==> src/rtl/irq_map_pkg.sv <==
package irq_map_pkg;
  localparam int unsigned NUM_LINES     = 32;
  localparam int unsigned LINES_PER_GRP = 4;
  localparam int unsigned DATA_W        = 32;
  localparam int unsigned ADDR_W        = 16;
  localparam int unsigned DEVFN_W       = 8;
  localparam int unsigned PIN_W         = 2;
  localparam logic [15:0] WIN_BASE      = 16'h0C00;
  localparam logic [31:0] PRESET_HI     = 32'h0000_07C0;

  // fixed low bits of mapping register n
  function automatic logic [DATA_W-2:0] preset_bits(int unsigned n);
    logic [DATA_W-1:0] v;
    v = PRESET_HI | (DATA_W'(n) << 2);
    return v[DATA_W-2:0];
  endfunction
endpackage

==> src/rtl/irq_map_regs.sv <==
module irq_map_regs
  import irq_map_pkg::*;
#(
  parameter int unsigned NUM_GRP = NUM_LINES / LINES_PER_GRP
) (
  input  logic              clk_i,
  input  logic              rst_ni,
  input  logic              wr_i,
  input  logic              rd_i,
  input  logic [ADDR_W-1:0] addr_i,
  input  logic [DATA_W-1:0] wdata_i,
  output logic [DATA_W-1:0] rdata_o,
  output logic [NUM_GRP-1:0] en_o
);
  localparam int unsigned GRP_W   = (NUM_GRP > 1) ? $clog2(NUM_GRP) : 1;
  localparam int unsigned WIN_LSB = GRP_W + 3;

  logic             win_hit, odd_word, reg_sel;
  logic [GRP_W-1:0] grp;
  logic [DATA_W-1:0] rd_val;
  logic [NUM_GRP-1:0] en_q;

  assign win_hit  = addr_i[ADDR_W-1:WIN_LSB] == WIN_BASE[ADDR_W-1:WIN_LSB];
  assign odd_word = addr_i[2];
  assign grp      = addr_i[WIN_LSB-1:3];
  assign reg_sel  = win_hit && odd_word;

  // only the enable bit is stored; low bits are constants
  for (genvar g = 0; g < NUM_GRP; g++) begin : g_en
    always_ff @(posedge clk_i or negedge rst_ni) begin
      if (!rst_ni)                                   en_q[g] <= 1'b0;
      else if (wr_i && reg_sel && grp == GRP_W'(g))  en_q[g] <= wdata_i[DATA_W-1];
    end
  end

  always_comb begin
    rd_val = '0;
    for (int g = 0; g < NUM_GRP; g++) begin
      if (reg_sel && grp == GRP_W'(g)) rd_val = {en_q[g], preset_bits(g)};
    end
  end

  always_ff @(posedge clk_i or negedge rst_ni) begin
    if (!rst_ni)   rdata_o <= '0;
    else if (rd_i) rdata_o <= rd_val;
  end

  assign en_o = en_q;

  a_r4_low_bits_fixed: assert property (@(posedge clk_i) disable iff (!rst_ni)
    (rd_i && reg_sel) |=> rdata_o[DATA_W-2:0] == preset_bits(int'($past(grp))));
  a_r5_even_word_zero: assert property (@(posedge clk_i) disable iff (!rst_ni)
    (rd_i && win_hit && !odd_word) |=> rdata_o == '0);
  a_r7_outside_zero: assert property (@(posedge clk_i) disable iff (!rst_ni)
    (rd_i && !win_hit) |=> rdata_o == '0);
  a_r6_hold_no_read: assert property (@(posedge clk_i) disable iff (!rst_ni)
    !rd_i |=> $stable(rdata_o));
  a_r7_stray_write: assert property (@(posedge clk_i) disable iff (!rst_ni)
    (wr_i && !reg_sel) |=> $stable(en_q));
endmodule

==> src/rtl/irq_gate.sv <==
module irq_gate
  import irq_map_pkg::*;
#(
  parameter int unsigned LINES = NUM_LINES,
  parameter int unsigned PER   = LINES_PER_GRP,
  parameter int unsigned GRPS  = LINES / PER
) (
  input  logic             clk_i,
  input  logic             rst_ni,
  input  logic [LINES-1:0] irq_i,
  input  logic [GRPS-1:0]  en_i,
  output logic [LINES-1:0] irq_o
);
  for (genvar k = 0; k < LINES; k++) begin : g_line
    assign irq_o[k] = irq_i[k] & en_i[k / PER];
  end

  a_r3_never_above_input: assert property (@(posedge clk_i) disable iff (!rst_ni)
    (irq_o & ~irq_i) == '0);
  a_r2_open_group_passes: assert property (@(posedge clk_i) disable iff (!rst_ni)
    (en_i == '1) |-> irq_o == irq_i);
endmodule

==> src/rtl/irq_line_index.sv <==
module irq_line_index
  import irq_map_pkg::*;
#(
  parameter int unsigned LINE_W = $clog2(NUM_LINES)
) (
  input  logic [DEVFN_W-1:0] devfn_i,
  input  logic [PIN_W-1:0]   pin_i,
  input  logic               bridged_i,
  output logic [LINE_W-1:0]  line_o
);
  localparam int unsigned HALF = NUM_LINES / 2;

  logic [LINE_W-1:0] prim_idx, sec_idx;

  assign prim_idx = LINE_W'(pin_i) + (devfn_i[0] ? LINE_W'(HALF) : '0);
  assign sec_idx  = (LINE_W'(devfn_i[4:3]) << 2) + LINE_W'(pin_i);
  assign line_o   = bridged_i ? sec_idx : prim_idx;

  always_comb begin
    a_r9_sec_below_half: assert (sec_idx < LINE_W'(HALF));
  end
endmodule

==> src/rtl/pci_irq_map.sv <==
module pci_irq_map
  import irq_map_pkg::*;
#(
  parameter int unsigned N_LINES = NUM_LINES,
  parameter int unsigned PER_GRP = LINES_PER_GRP,
  localparam int unsigned N_GRP  = N_LINES / PER_GRP,
  localparam int unsigned IDX_W  = $clog2(N_LINES)
) (
  input  logic                clk_i,
  input  logic                rst_ni,
  input  logic                reg_wr_i,
  input  logic                reg_rd_i,
  input  logic [ADDR_W-1:0]   reg_addr_i,
  input  logic [DATA_W-1:0]   reg_wdata_i,
  output logic [DATA_W-1:0]   reg_rdata_o,
  input  logic [N_LINES-1:0]  irq_in_i,
  output logic [N_LINES-1:0]  irq_out_o,
  input  logic [DEVFN_W-1:0]  devfn_i,
  input  logic [PIN_W-1:0]    pin_i,
  input  logic                bridged_i,
  output logic [IDX_W-1:0]    line_idx_o
);
  logic [N_GRP-1:0] grp_en;

  irq_map_regs #(.NUM_GRP(N_GRP)) u_regs (
    .clk_i, .rst_ni,
    .wr_i(reg_wr_i), .rd_i(reg_rd_i), .addr_i(reg_addr_i),
    .wdata_i(reg_wdata_i), .rdata_o(reg_rdata_o), .en_o(grp_en)
  );

  irq_gate #(.LINES(N_LINES), .PER(PER_GRP), .GRPS(N_GRP)) u_gate (
    .clk_i, .rst_ni, .irq_i(irq_in_i), .en_i(grp_en), .irq_o(irq_out_o)
  );

  irq_line_index #(.LINE_W(IDX_W)) u_index (
    .devfn_i, .pin_i, .bridged_i, .line_o(line_idx_o)
  );

  a_r10_enable_next_edge: assert property (@(posedge clk_i) disable iff (!rst_ni)
    (reg_wr_i && reg_addr_i == 16'h0C04 && reg_wdata_i[31] && $stable(irq_in_i))
      |=> (irq_out_o[PER_GRP-1:0] == $past(irq_in_i[PER_GRP-1:0]) || !$stable(irq_in_i)));
endmodule

==> config.mk <==
export PLATFORM = sky130hd
export DESIGN_NAME = pci_irq_map
export DESIGN_NICKNAME = d
export VERILOG_FILES = /design/src/rtl/irq_map_pkg.sv /design/src/rtl/irq_map_regs.sv /design/src/rtl/irq_gate.sv /design/src/rtl/irq_line_index.sv /design/src/rtl/pci_irq_map.sv
export SDC_FILE = /design/constraint.sdc
export NUM_CORES = 1
export LEC_CHECK = 0
export ABC_AREA = 0
export ABC_CLOCK_PERIOD_IN_PS = 1200
export BUFFER_PORTS_ARGS = -buffer_cell sky130_fd_sc_hd__buf_2
export CAP_MARGIN = 5
export CORE_MARGIN = 4
export CORE_UTILIZATION = 28
export CTS_CLUSTER_DIAMETER = 60
export DETAILED_ROUTE_END_ITERATION = 16
export HOLD_SLACK_MARGIN = 0.02
export PLACE_DENSITY_LB_ADDON = 0.2
export SYNTH_ARGS = -nofsm -noshare
export SYNTH_HDL_FRONTEND = slang
export SYNTH_SLANG_ARGS = --single-unit
export TNS_END_PERCENT = 10
==> constraint.sdc <==
create_clock -name clk_i -period 1.2 [get_ports clk_i]
set_input_delay 0.18 -clock clk_i [delete_from_list [all_inputs] [get_ports clk_i]]
set_output_delay 0.18 -clock clk_i [all_outputs]
set_load 0.005 [all_outputs]
==> impl_metrics.sql, run 1 <==
INSERT INTO impl_metrics (metric_group, metric, value, unit) VALUES
('outcome', 'run_status', 'finished with violations', ''),
('clock_network', 'ctsLongestPathBuffers', '2', ''),
('power', 'power.share.clock', '37.9', '%'),
('floorplan', 'fp.dieW', '72.4', 'um'),
('finish', 'final.fill_count', '372', ''),
('critical_path', 'crit_fanout', '4', ''),
('critical_path', 'timing.critical_path.required', '1.33', 'ns'),
('drt', 'drtIter0Drc', '12', ''),
('global_route', 'tot_gr_track_use', '11.6', '%'),
('global_route', 'antenna_found_initial', '0', ''),
('sta', 'final_worst_clock_skew', '0.00239', 'ns'),
('power', 'design_power_total', '1.04', 'mW'),
('worst_hold_path', 'hold_class', 'in2reg', ''),
('power', 'power.combinational.fraction', '19.9', '%'),
('floorplan', 'floorplan.initialDensity', '29.0', '%'),
('finish', 'layout.area.seq', '325', 'sq um'),
('sta', 'max_clock_freq', '791', 'MHz'),
('global_route', 'largest_net_degree_at_the_start_of_global_routing', '14', ''),
('sta', 'final_setup_vio_count', '12', ''),
('clock_network', 'cts_made_buffers', '3', ''),
('sta', 'fin_crit_sh', '105', '%'),
('finish', 'multiInputGateArea', '800', 'sq um'),
('drt', 'via_total_after_detailed_routing', '1194', ''),
('finish', 'antennaDiodeCount', '0', ''),
('sta', 'timing.final.max_slew_violations', '0', ''),
('drt', 'post_drt_wl_per_cell', '12.1', 'um'),
('drt', 'drc', '0', ''),
('yosys', 'synth_sequential_area_ratio', '28.0', '%'),
('finish', 'nets', '331', ''),
('clock_network', 'clk_root_buffer_cell', 'clkbuf_8', ''),
('drt', 'dr.pass1.iters', '4', ''),
('placement', 'finalWeightedCongestion', '0.700', ''),
('power', 'pwr_density_cell', '518', 'nW/um^2'),
('finish', 'syn2layout_area_growth', '73.4', '%'),
('critical_path', 'kind_of_critical_path', 'reg2reg', ''),
('floorplan', 'io_pins', '164', ''),
('floorplan', 'core-area', '4000', 'sq um'),
('global_route', 'grt_first_pass_wirelength', '4.86', 'mm'),
('yosys', 'synth.cell_area', '1160', 'sq um'),
('floorplan', 'fp-row-count', '23', ''),
('clock_network', 'clkLatencyLatePin', '0.24', 'ns'),
('sta', 'final.setup.tns', '-0.296', 'ns'),
('outcome', 'failed_checks', 'negative setup slack', ''),
('drt', 'antenna_violating_nets_post_route', '0', ''),
('yosys', 'synth_cell_type_count', '30', ''),
('yosys', 'synthCells', '126', ''),
('placement', 'number_of_i_o_port_buffers', '98', ''),
('sta', 'fin_ws', '-0.0638', 'ns'),
('critical_path', 'end_kind', 'register', ''),
('power', 'power.share.sequential', '42.2', '%'),
('clock_network', 'htreeDepth', '1', ''),
('floorplan', 'dieArea', '5240', 'sq um'),
('clock_network', 'number_of_clock_sinks_seen_by_cts', '13', ''),
('drt', 'wirelength', '3.46', 'mm'),
('clock_network', 'cts.clk_slew.worst_paths', '0.06', 'ns'),
('critical_path', 'cp.arrival', '1.39', 'ns'),
('power', 'ir_drop', '0.384', 'mV'),
('run', 'drv_cap', '0', ''),
('global_route', 'grt_pass1_vias', '1095', ''),
('finish', 'layout.cells.most_common_list', 'buf_2, buf_6, conb_1', ''),
('yosys', 'synthesis.area_per_instance', '9.21', 'sq um'),
('power', 'power_report.internal_total', '781', 'uW'),
('power', 'power.leakage', '1.16', 'nW'),
('finish', 'layout-drive-gt1-share', '67.7', '%'),
('finish', 'mostFrequentLayoutCell', 'buf_2', ''),
('global_route', 'gr-total-overflow', '0', ''),
('sta', 'finalCriticalPeriod', '1.26', 'ns'),
('placement', 'post-dp-hpwl', '2.72', 'mm'),
('yosys', 'synth-warning-count', '0', ''),
('clock_network', 'clock_tree_from_tritoncts', 'built', ''),
('sta', 'final_hold_viol_count', '0', ''),
('sta', 'rsz0062_at_grt', 'yes', ''),
('yosys', 'ys_seq_elements', '13', ''),
('drt', 'vias_per_instance', '4.19', ''),
('power', 'power_switching_share', '25.0', '%'),
('power', 'net_switching', '261', 'uW'),
('floorplan', 'die_height', '72.4', 'um'),
('critical_path', 'start_kind', 'register', '');
==> power by group through the flow <==
stage / clock (mW) / combinational, mW / sequential [mW]
2_1_floorplan: 0 / 0.119 / 0.447
3_3_place_gp: 0 / 0.175 / 0.447
3_5_place_dp: 0 / 0.175 / 0.447
4_1_cts: 0.401 / 0.197 / 0.439
5_1_grt: 0.419 / 0.231 / 0.439
6_report: 0.395 / 0.208 / 0.439
==> sequential cells by signal, summed over array words and instances, names as in the netlist <==
register	count
u_regs.en_o	8
u_regs.rdata_o	5
==> final timing paths <==
check / start / to / slack (ns) / cells after the start
max: u_regs.en_o[1] / u_regs.rdata_o[31] / -0.06 / 4
min: reg_wdata_i[31] / u_regs.en_o[6] / 0.29 / 2
max reg2reg: u_regs.en_o[1] / u_regs.rdata_o[31] / -0.06 / 4
min reg2reg: u_regs.rdata_o[4] / u_regs.rdata_o[4] / 0.51 / 1
max in group asynchronous: rst_ni / u_regs.en_o[5] / 0.60 / 2
min in group asynchronous: rst_ni / u_regs.rdata_o[4] / 0.37 / 2
==> stage by stage <==
step,setup slack [ns],hold WS (ns),util (%),instance area (sq um),instances
5_1_grt,-0.128,0.313,50.3,2010,285
2_1_floorplan,-0.207,-0.116,-,1250,148
3_3_place_gp,-0.349,0.0906,41.6,1660,279
6_report,-0.0638,0.295,50.3,2010,285
4_1_cts,-0.0545,0.292,45.1,1810,284
3_5_place_dp,-0.382,0.0902,41.6,1660,279
==> Yosys cell counts (all sizes together) <==
cell type  number  area (sq um)
inv             2          7.51
or3             1          6.26
nor2            3          11.3
mux2i           2          20.0
nor4b           2          23.8
nor4            1          12.5
a21oi           1          5.00
buf            30           229
conb            1          3.75
or2b            1          7.51
nand2           2          10.0
mux2           12           135
clkbuf          1          13.8
dfrtp          13           325
nand3           3          15.0
or4             1          11.3
or2             1          6.26
nor3            5          30.0
a21o            1          7.51
o21ai           4          20.0
a22o            2          17.5
and4bb          1          12.5
a32o            1          10.0
nor2b           1          6.26
and2           34           213
==> critical path, stage by stage, from the launching register on <==
cell     delay [ns]
dfrtp_1        0.42
mux2_2         0.29
a21oi_2        0.12
o21ai_1        0.07
a32o_1         0.25
==> cells by family (layout without fill, tap and decap cells) <==
kind of cell	Yosys count	after routing	synth area share (%)
and+or+nand+nor	56	56	31.5
DFF	13	13	28.0
muxes	14	14	13.4
AOI/OAI and AO/OA	9	9	5.18
buffers and inverters	33	120	21.6
other	1	23	0.323
==> area by class of cell <==
class	count	area share, %
inverter	2	0.373
clock buffer	4	2.24
timing repair buffer	114	38.3
tap	50	3.11
sequential	13	16.2
multi-input combinational	102	39.8
==> layer usage <==
metal | up-vias | global-route usage, % | routed length, um
li1 | 592 | - | -
met2 | 67 | 22.1 | 1850
met4 | 0 | 3.13 | 17
met5 | - | 0 | 0
met3 | 2 | 2.63 | 378
met1 | 533 | 12.5 | 1210
==> what timing repair did <==
action | 4_1_cts | 5_1_grt
hold buffers | 1 | 0
setup buffers | 0 | 1
endpoints found under the setup margin | 18 | 41
hold endpoints to repair | 13 | 0
pin swaps | 6 | 5
resized for setup | 17 | 49
Note: power is estimated with default switching activity, not from simulation.
==> inputs of run 2 (changes only) <==
--- a/config.mk
+++ b/config.mk
@@ -9,6 +9,7 @@
 export ABC_CLOCK_PERIOD_IN_PS = 1200
 export BUFFER_PORTS_ARGS = -buffer_cell sky130_fd_sc_hd__buf_2
 export CAP_MARGIN = 5
+export CORE_ASPECT_RATIO = 1.75
 export CORE_MARGIN = 4
 export CORE_UTILIZATION = 28
 export CTS_CLUSTER_DIAMETER = 60
==> run 2 against run 1 <==
Net effect:
- the flow still finishes with violations (negative setup slack)
- clock power shrank 2%
- global-route usage up 1.1 points
- sequential power hardly changed
==> impl_metrics.sql, run 2 (synthesis gave the netlist of run 1 again) <==
INSERT INTO impl_metrics (metric_group, metric, value, unit) VALUES
('outcome', 'run_status', 'finished with violations', ''),
('outcome', 'failed_checks', 'negative setup slack', ''),
('sta', 'max_clock_freq', '777', 'MHz'),
('global_route', 'tot_gr_track_use', '12.7', '%'),
('placement', 'number_of_i_o_port_buffers', '98', ''),
('global_route', 'grt_pass1_vias', '1188', ''),
('finish', 'antennaDiodeCount', '0', ''),
('finish', 'layout.area.seq', '325', 'sq um'),
('finish', 'layout-drive-gt1-share', '66.9', '%'),
('sta', 'final_setup_vio_count', '9', ''),
('floorplan', 'die_height', '93.1', 'um'),
('power', 'power.share.sequential', '42.4', '%'),
('floorplan', 'dieArea', '5280', 'sq um'),
('sta', 'timing.final.max_slew_violations', '0', ''),
('drt', 'via_total_after_detailed_routing', '1226', ''),
('floorplan', 'io_pins', '164', ''),
('global_route', 'gr-total-overflow', '0', ''),
('drt', 'antenna_violating_nets_post_route', '0', ''),
('sta', 'fin_crit_sh', '107', '%'),
('clock_network', 'clock_tree_from_tritoncts', 'built', ''),
('clock_network', 'cts.clk_slew.worst_paths', '0.05', 'ns'),
('drt', 'vias_per_instance', '4.32', ''),
('finish', 'multiInputGateArea', '783', 'sq um'),
('drt', 'drtIter0Drc', '12', ''),
('finish', 'layout.cells.most_common_list', 'buf_2, buf_6, conb_1', ''),
('finish', 'nets', '332', ''),
('sta', 'final.setup.tns', '-0.266', 'ns'),
('critical_path', 'start_kind', 'register', ''),
('sta', 'rsz0062_at_grt', 'yes', ''),
('worst_hold_path', 'hold_class', 'in2reg', ''),
('sta', 'final_hold_viol_count', '0', ''),
('floorplan', 'core-area', '3940', 'sq um'),
('clock_network', 'clk_root_buffer_cell', 'clkbuf_8', ''),
('finish', 'syn2layout_area_growth', '72.8', '%'),
('drt', 'drc', '0', ''),
('finish', 'largest_reg_flops', '8', ''),
('clock_network', 'cts_made_buffers', '3', ''),
('clock_network', 'clkLatencyLatePin', '0.24', 'ns'),
('critical_path', 'kind_of_critical_path', 'reg2reg', ''),
('finish', 'post-route-util', '50.9', '%'),
('finish', 'finish.cell_count_without_fillers', '284', ''),
('drt', 'wirelength', '3.55', 'mm'),
('finish', 'mostFrequentLayoutCell', 'buf_2', ''),
('critical_path', 'end_kind', 'register', ''),
('worst_hold_path', 'startpoint_of_the_tightest_hold_check_path', 'reg_wdata_i[31]', ''),
('critical_path', 'critPathLaunch', 'u_regs.en_o[2]', ''),
('global_route', 'largest_net_degree_at_the_start_of_global_routing', '14', ''),
('finish', 'final.fill_count', '389', ''),
('global_route', 'grt_first_pass_wirelength', '5.34', 'mm'),
('placement', 'number_of_cells_after_detailed_placement', '278', ''),
('run', 'drv_cap', '0', ''),
('floorplan', 'fp-row-count', '30', ''),
('floorplan', 'fp.dieW', '56.7', 'um'),
('drt', 'dr.pass1.iters', '4', ''),
('critical_path', 'crit_fanout', '2', ''),
('drt', 'post_drt_wl_per_cell', '12.5', 'um'),
('critical_path', 'cp.arrival', '1.42', 'ns'),
('clock_network', 'htreeDepth', '1', ''),
('power', 'net_switching', '252', 'uW'),
('global_route', 'antenna_found_initial', '0', ''),
('power', 'power.combinational.fraction', '20.4', '%'),
('critical_path', 'timing.critical_path.required', '1.33', 'ns'),
('power', 'power_switching_share', '24.3', '%'),
('critical_path', 'r2r_setup_slack', '-0.09', 'ns'),
('power', 'power.leakage', '1.14', 'nW'),
('sta', 'finalCriticalPeriod', '1.29', 'ns'),
('power', 'power_report.internal_total', '786', 'uW'),
('clock_network', 'number_of_clock_sinks_seen_by_cts', '13', ''),
('sta', 'fin_ws', '-0.0866', 'ns'),
('power', 'ir_drop', '0.647', 'mV'),
('sta', 'final_worst_clock_skew', '0.000895', 'ns'),
('floorplan', 'floorplan.initialDensity', '29.4', '%'),
('placement', 'finalWeightedCongestion', '0.778', ''),
('clock_network', 'ctsLongestPathBuffers', '2', ''),
('placement', 'post-dp-hpwl', '2.91', 'mm'),
('power', 'power.share.clock', '37.2', '%'),
('power', 'pwr_density_cell', '517', 'nW/um^2'),
('critical_path', 'source_of_the_worst_register_to_register_timing_path', 'u_regs.en_o[2]', '');
[run 2: critical path, stage by stage (launching register included)]
cell and delay [ns]:
dfrtp_1 0.38, mux2_4 0.28, mux2i_2 0.17, o21ai_1 0.09, a32o_1 0.26
[run 2: per-stage QoR]
stage	power [mW]	instance area [sq um]	hold slack, ns	worst slack, ns
after floorplan	0.566	1250	-0.116	-0.207
after global placement	0.627	1670	0.0844	-0.362
after detailed placement	0.629	1670	0.0867	-0.379
after CTS	1.04	1780	0.273	-0.0719
after global routing	1.11	2000	0.292	-0.136
final	1.04	2000	0.284	-0.0866
[run 2: power by group through the flow]
stage	logic [mW]	clock network (mW)	registers (mW)
2_1_floorplan	0.119	0	0.447
3_3_place_gp	0.180	0	0.447
3_5_place_dp	0.182	0	0.447
4_1_cts	0.199	0.403	0.439
5_1_grt	0.234	0.436	0.439
6_report	0.211	0.386	0.440
[run 2: path summary, 6_finish.rpt]
path	to	depth (start not counted)
setup / recovery	u_regs.rdata_o[31]	4
hold / removal	u_regs.en_o[6]	2
setup reg to reg	u_regs.rdata_o[31]	4
hold reg to reg	u_regs.rdata_o[2]	2
max in group asynchronous	u_regs.en_o[4]	2
min in group asynchronous	u_regs.rdata_o[2]	2
[run 2: area by class of cell]
type,instances,share of cell area [%]
clock buffers,4,2.25
inverters,2,0.375
multi-input cells,102,39.1
flip-flops and latches,13,16.2
well taps,48,3.00
repair buffers,115,39.1
[run 2: per-layer routing]
| metal | wire [um] | part of all wire (%) | vias up | GRT usage (%) |
|---|---|---|---|---|
| li1 | - | - | 591 | - |
| met1 | 1010 | 28 | 553 | 11.8 |
| met2 | 2130 | 60 | 72 | 24.9 |
| met3 | 356 | 10 | 10 | 2.90 |
| met4 | 58 | 1.6 | 0 | 5.74 |
| met5 | 0 | 0 | - | 0 |
[run 2: repair_timing]
action                     CTS  global route
pin swaps                    5             6
hold endpoints to repair    13             0
resized for setup           13            48
setup endpoints to repair   13            36
hold buffers                 1             0
buffers inserted             0             1
==> inputs of run 3 (changes only) <==
--- a/config.mk
+++ b/config.mk
@@ -8,15 +8,15 @@
 export ABC_AREA = 0
 export ABC_CLOCK_PERIOD_IN_PS = 1200
 export BUFFER_PORTS_ARGS = -buffer_cell sky130_fd_sc_hd__buf_2
-export CAP_MARGIN = 5
 export CORE_ASPECT_RATIO = 1.75
 export CORE_MARGIN = 4
-export CORE_UTILIZATION = 28
+export CORE_UTILIZATION = 27
 export CTS_CLUSTER_DIAMETER = 60
 export DETAILED_ROUTE_END_ITERATION = 16
 export HOLD_SLACK_MARGIN = 0.02
 export PLACE_DENSITY_LB_ADDON = 0.2
 export SYNTH_ARGS = -nofsm -noshare
 export SYNTH_HDL_FRONTEND = slang
+export SYNTH_HIERARCHICAL = 1
 export SYNTH_SLANG_ARGS = --single-unit
 export TNS_END_PERCENT = 10
==> run 3 against run 2 <==
Net effect:
- the flow still finishes with violations (negative setup slack)
- first-iteration DRC count grew 8.3%
- worst hold slack worse by 0.049 ns
- total power is 1.0% lower
- utilization is 6.5 points lower
- synthesized area down 1.4%
- final cell count is 1.4% lower
- critical path depth rose by 1
- largest power group unchanged
==> impl_metrics.sql, run 3 <==
INSERT INTO impl_metrics (metric_group, metric, value, unit) VALUES
('finish', 'nets', '327', ''),
('sta', 'final.setup.tns', '-0.232', 'ns'),
('clock_network', 'ctsLongestPathBuffers', '2', ''),
('sta', 'timing.final.max_slew_violations', '0', ''),
('run', 'drv_cap', '0', ''),
('placement', 'number_of_i_o_port_buffers', '98', ''),
('placement', 'finalWeightedCongestion', '0.727', ''),
('power', 'power_switching_share', '24.3', '%'),
('drt', 'drtIter0Drc', '13', ''),
('clock_network', 'clk_root_buffer_cell', 'clkbuf_8', ''),
('sta', 'final_worst_clock_skew', '0.00338', 'ns'),
('clock_network', 'htreeDepth', '1', ''),
('floorplan', 'fp.dieW', '57.2', 'um'),
('yosys', 'synth_enable_flop_cells', '0', ''),
('sta', 'final_setup_vio_count', '5', ''),
('sta', 'rsz0062_at_grt', 'yes', ''),
('global_route', 'antenna_found_initial', '0', ''),
('global_route', 'largest_net_degree_at_the_start_of_global_routing', '14', ''),
('yosys', 'synth-warning-count', '6', ''),
('clock_network', 'clkLatencyLatePin', '0.24', 'ns'),
('global_route', 'tot_gr_track_use', '11.3', '%'),
('yosys', 'synthTopCellsByCount', 'and2_1, buf_4, dfrtp_1', ''),
('floorplan', 'io_pins', '164', ''),
('outcome', 'failed_checks', 'negative setup slack', ''),
('finish', 'layout-drive-gt1-share', '59.7', '%'),
('power', 'power.leakage', '1.04', 'nW'),
('sta', 'fin_ws', '-0.0574', 'ns'),
('critical_path', 'crit_fanout', '6', ''),
('floorplan', 'die_height', '94.1', 'um'),
('critical_path', 'kind_of_critical_path', 'in2reg', ''),
('yosys', 'yosys.area.top_type_share', '28.4', '%'),
('power', 'net_switching', '250', 'uW'),
('outcome', 'run_status', 'finished with violations', ''),
('placement', 'post-dp-hpwl', '2.74', 'mm'),
('floorplan', 'dieArea', '5380', 'sq um'),
('critical_path', 'timing.critical_path.required', '1.32', 'ns'),
('global_route', 'grt_first_pass_wirelength', '4.92', 'mm'),
('power', 'power.share.sequential', '42.8', '%'),
('power', 'power.share.clock', '37.5', '%'),
('drt', 'wirelength', '3.22', 'mm'),
('sta', 'final_hold_viol_count', '0', ''),
('floorplan', 'core-area', '4110', 'sq um'),
('power', 'pwr_density_cell', '563', 'nW/um^2'),
('global_route', 'grt_pass1_vias', '1109', ''),
('clock_network', 'number_of_clock_sinks_seen_by_cts', '13', ''),
('placement', 'pre_cts_ws', '-0.317', 'ns'),
('finish', 'layout.area.seq', '325', 'sq um'),
('yosys', 'synth.cell_area', '1140', 'sq um'),
('floorplan', 'floorplan.initialDensity', '27.8', '%'),
('finish', 'antennaDiodeCount', '0', ''),
('yosys', 'async_reset_ff_share', '100', '%'),
('global_route', 'gr-total-overflow', '0', ''),
('power', 'power_report.internal_total', '777', 'uW'),
('drt', 'antenna_violating_nets_post_route', '0', ''),
('yosys', 'synth_area_leader_cell', 'dfrtp_1', ''),
('critical_path', 'end_kind', 'register', ''),
('power', 'ir_drop', '0.463', 'mV'),
('finish', 'final.fill_count', '451', ''),
('yosys', 'ys_seq_elements', '13', ''),
('clock_network', 'clock_tree_from_tritoncts', 'built', ''),
('yosys', 'synth_ff_type', 'dfrtp_1', ''),
('sta', 'max_clock_freq', '795', 'MHz'),
('sta', 'finalCriticalPeriod', '1.26', 'ns'),
('power', 'power.combinational.fraction', '19.6', '%'),
('drt', 'post_drt_wl_per_cell', '11.5', 'um'),
('sta', 'fin_crit_sh', '105', '%'),
('drt', 'dr.pass1.iters', '2', ''),
('finish', 'multiInputGateArea', '703', 'sq um'),
('critical_path', 'cp.arrival', '1.38', 'ns'),
('clock_network', 'cts_made_buffers', '3', ''),
('drt', 'via_total_after_detailed_routing', '1191', ''),
('sta', 'whs', '0.235', 'ns'),
('power', 'design_power_total', '1.03', 'mW'),
('finish', 'layout.cells.most_common_list', 'buf_2, and2_1, conb_1', ''),
('clock_network', 'cts.clk_slew.worst_paths', '0.05', 'ns'),
('critical_path', 'start_kind', 'input pin', ''),
('finish', 'largest_reg_flops', '8', ''),
('yosys', 'synthCells', '130', ''),
('worst_hold_path', 'hold_class', 'in2reg', ''),
('yosys', 'synth_sequential_area_ratio', '28.4', '%'),
('floorplan', 'fp-row-count', '31', ''),
('drt', 'vias_per_instance', '4.25', ''),
('finish', 'syn2layout_area_growth', '59.5', '%'),
('yosys', 'synthesis.area_per_instance', '8.80', 'sq um'),
('finish', 'mostFrequentLayoutCell', 'buf_2', ''),
('yosys', 'synth_cell_type_count', '31', ''),
('drt', 'drc', '0', ''),
('yosys', 'synthMostInstantiatedCell', 'and2_1', ''),
('yosys', 'synth_top_cells_by_area', 'dfrtp_1, buf_4, and2_1', '');
-- run 3: cell count changes after synthesis, moves of 3 or more --
cell and change:
inv_1 +6, mux2_1 -5, nor4_1 +4, o21ai_0 -3, o22ai_1 +3
-- run 3: per-stage QoR --
stage	util [%]	cells	cell area, sq um
6_report	44.4	280	1820
5_1_grt	44.4	280	1820
4_1_cts	42.0	280	1730
3_5_place_dp	40.3	275	1660
3_3_place_gp	40.3	275	1660
2_1_floorplan	-	152	1270
-- run 3: cell families (layout without fill, tap and decap cells) --
kind of cell / Yosys count / in the layout / share of synthesized area, %
simple gates: 57 / 57 / 32.4
buf+inv: 40 / 119 / 23.7
flops: 13 / 13 / 28.4
compound gates: 10 / 10 / 6.35
mux: 9 / 9 / 8.75
other cells: 1 / 23 / 0.328
-- run 3: final timing paths --
path | startpoint | to | slack, ns | cells after the start
worst max-delay path | reg_addr_i[13] | u_regs/en_o[2] | -0.06 | 5
worst min-delay path | reg_rd_i | u_regs/rdata_o[4] | 0.23 | 2
worst max register to register | u_regs/en_o[7] | u_regs/rdata_o[31] | 0.11 | 4
worst min register to register | u_regs/rdata_o[2] | u_regs/rdata_o[2] | 0.52 | 2
max in group asynchronous | rst_ni | u_regs/en_o[0] | 0.61 | 2
min in group asynchronous | rst_ni | u_regs/rdata_o[31] | 0.36 | 2
-- run 3: power by group through the flow --
stage	registers [mW]	logic [mW]	clock network, mW
2_1_floorplan	0.447	0.126	0
3_3_place_gp	0.447	0.191	0
3_5_place_dp	0.447	0.192	0
4_1_cts	0.439	0.199	0.400
5_1_grt	0.439	0.227	0.418
6_report	0.440	0.202	0.385
-- run 3: layout make-up --
cell class              count  share of cell area (%)
clock buffers               4                    2.47
inverters                   8                    1.65
multi-input cells          99                    38.5
flip-flops and latches     13                    17.8
well taps                  49                    3.36
repair buffers            107                    36.1
-- run 3: worst max-delay path, cell delays in order --
cell and delay (ns):
buf_6 0.09, nor4_4 0.33, nand4_4 0.22, nor4_2 0.19
mux2_2 0.36
-- run 3: metal layers --
layer | routed length [um] | global-route usage (%) | vias to the layer above
li1 | - | - | 584
met1 | 1030 | 11.6 | 537
met2 | 1810 | 21.7 | 64
met3 | 343 | 2.89 | 6
met4 | 40 | 3.68 | 0
met5 | 0 | 0 | -
-- run 3: repair_timing --
| item | 4_1_cts | 5_1_grt |
|---|---|---|
| cloned | 0 | 0 |
| resized for setup | 2 | 23 |
| endpoints found under the hold margin | 13 | 0 |
| hold buffers | 1 | 0 |
| pin swaps | 0 | 1 |
| setup endpoints to repair | 5 | 18 |
| buffers inserted | 0 | 0 |
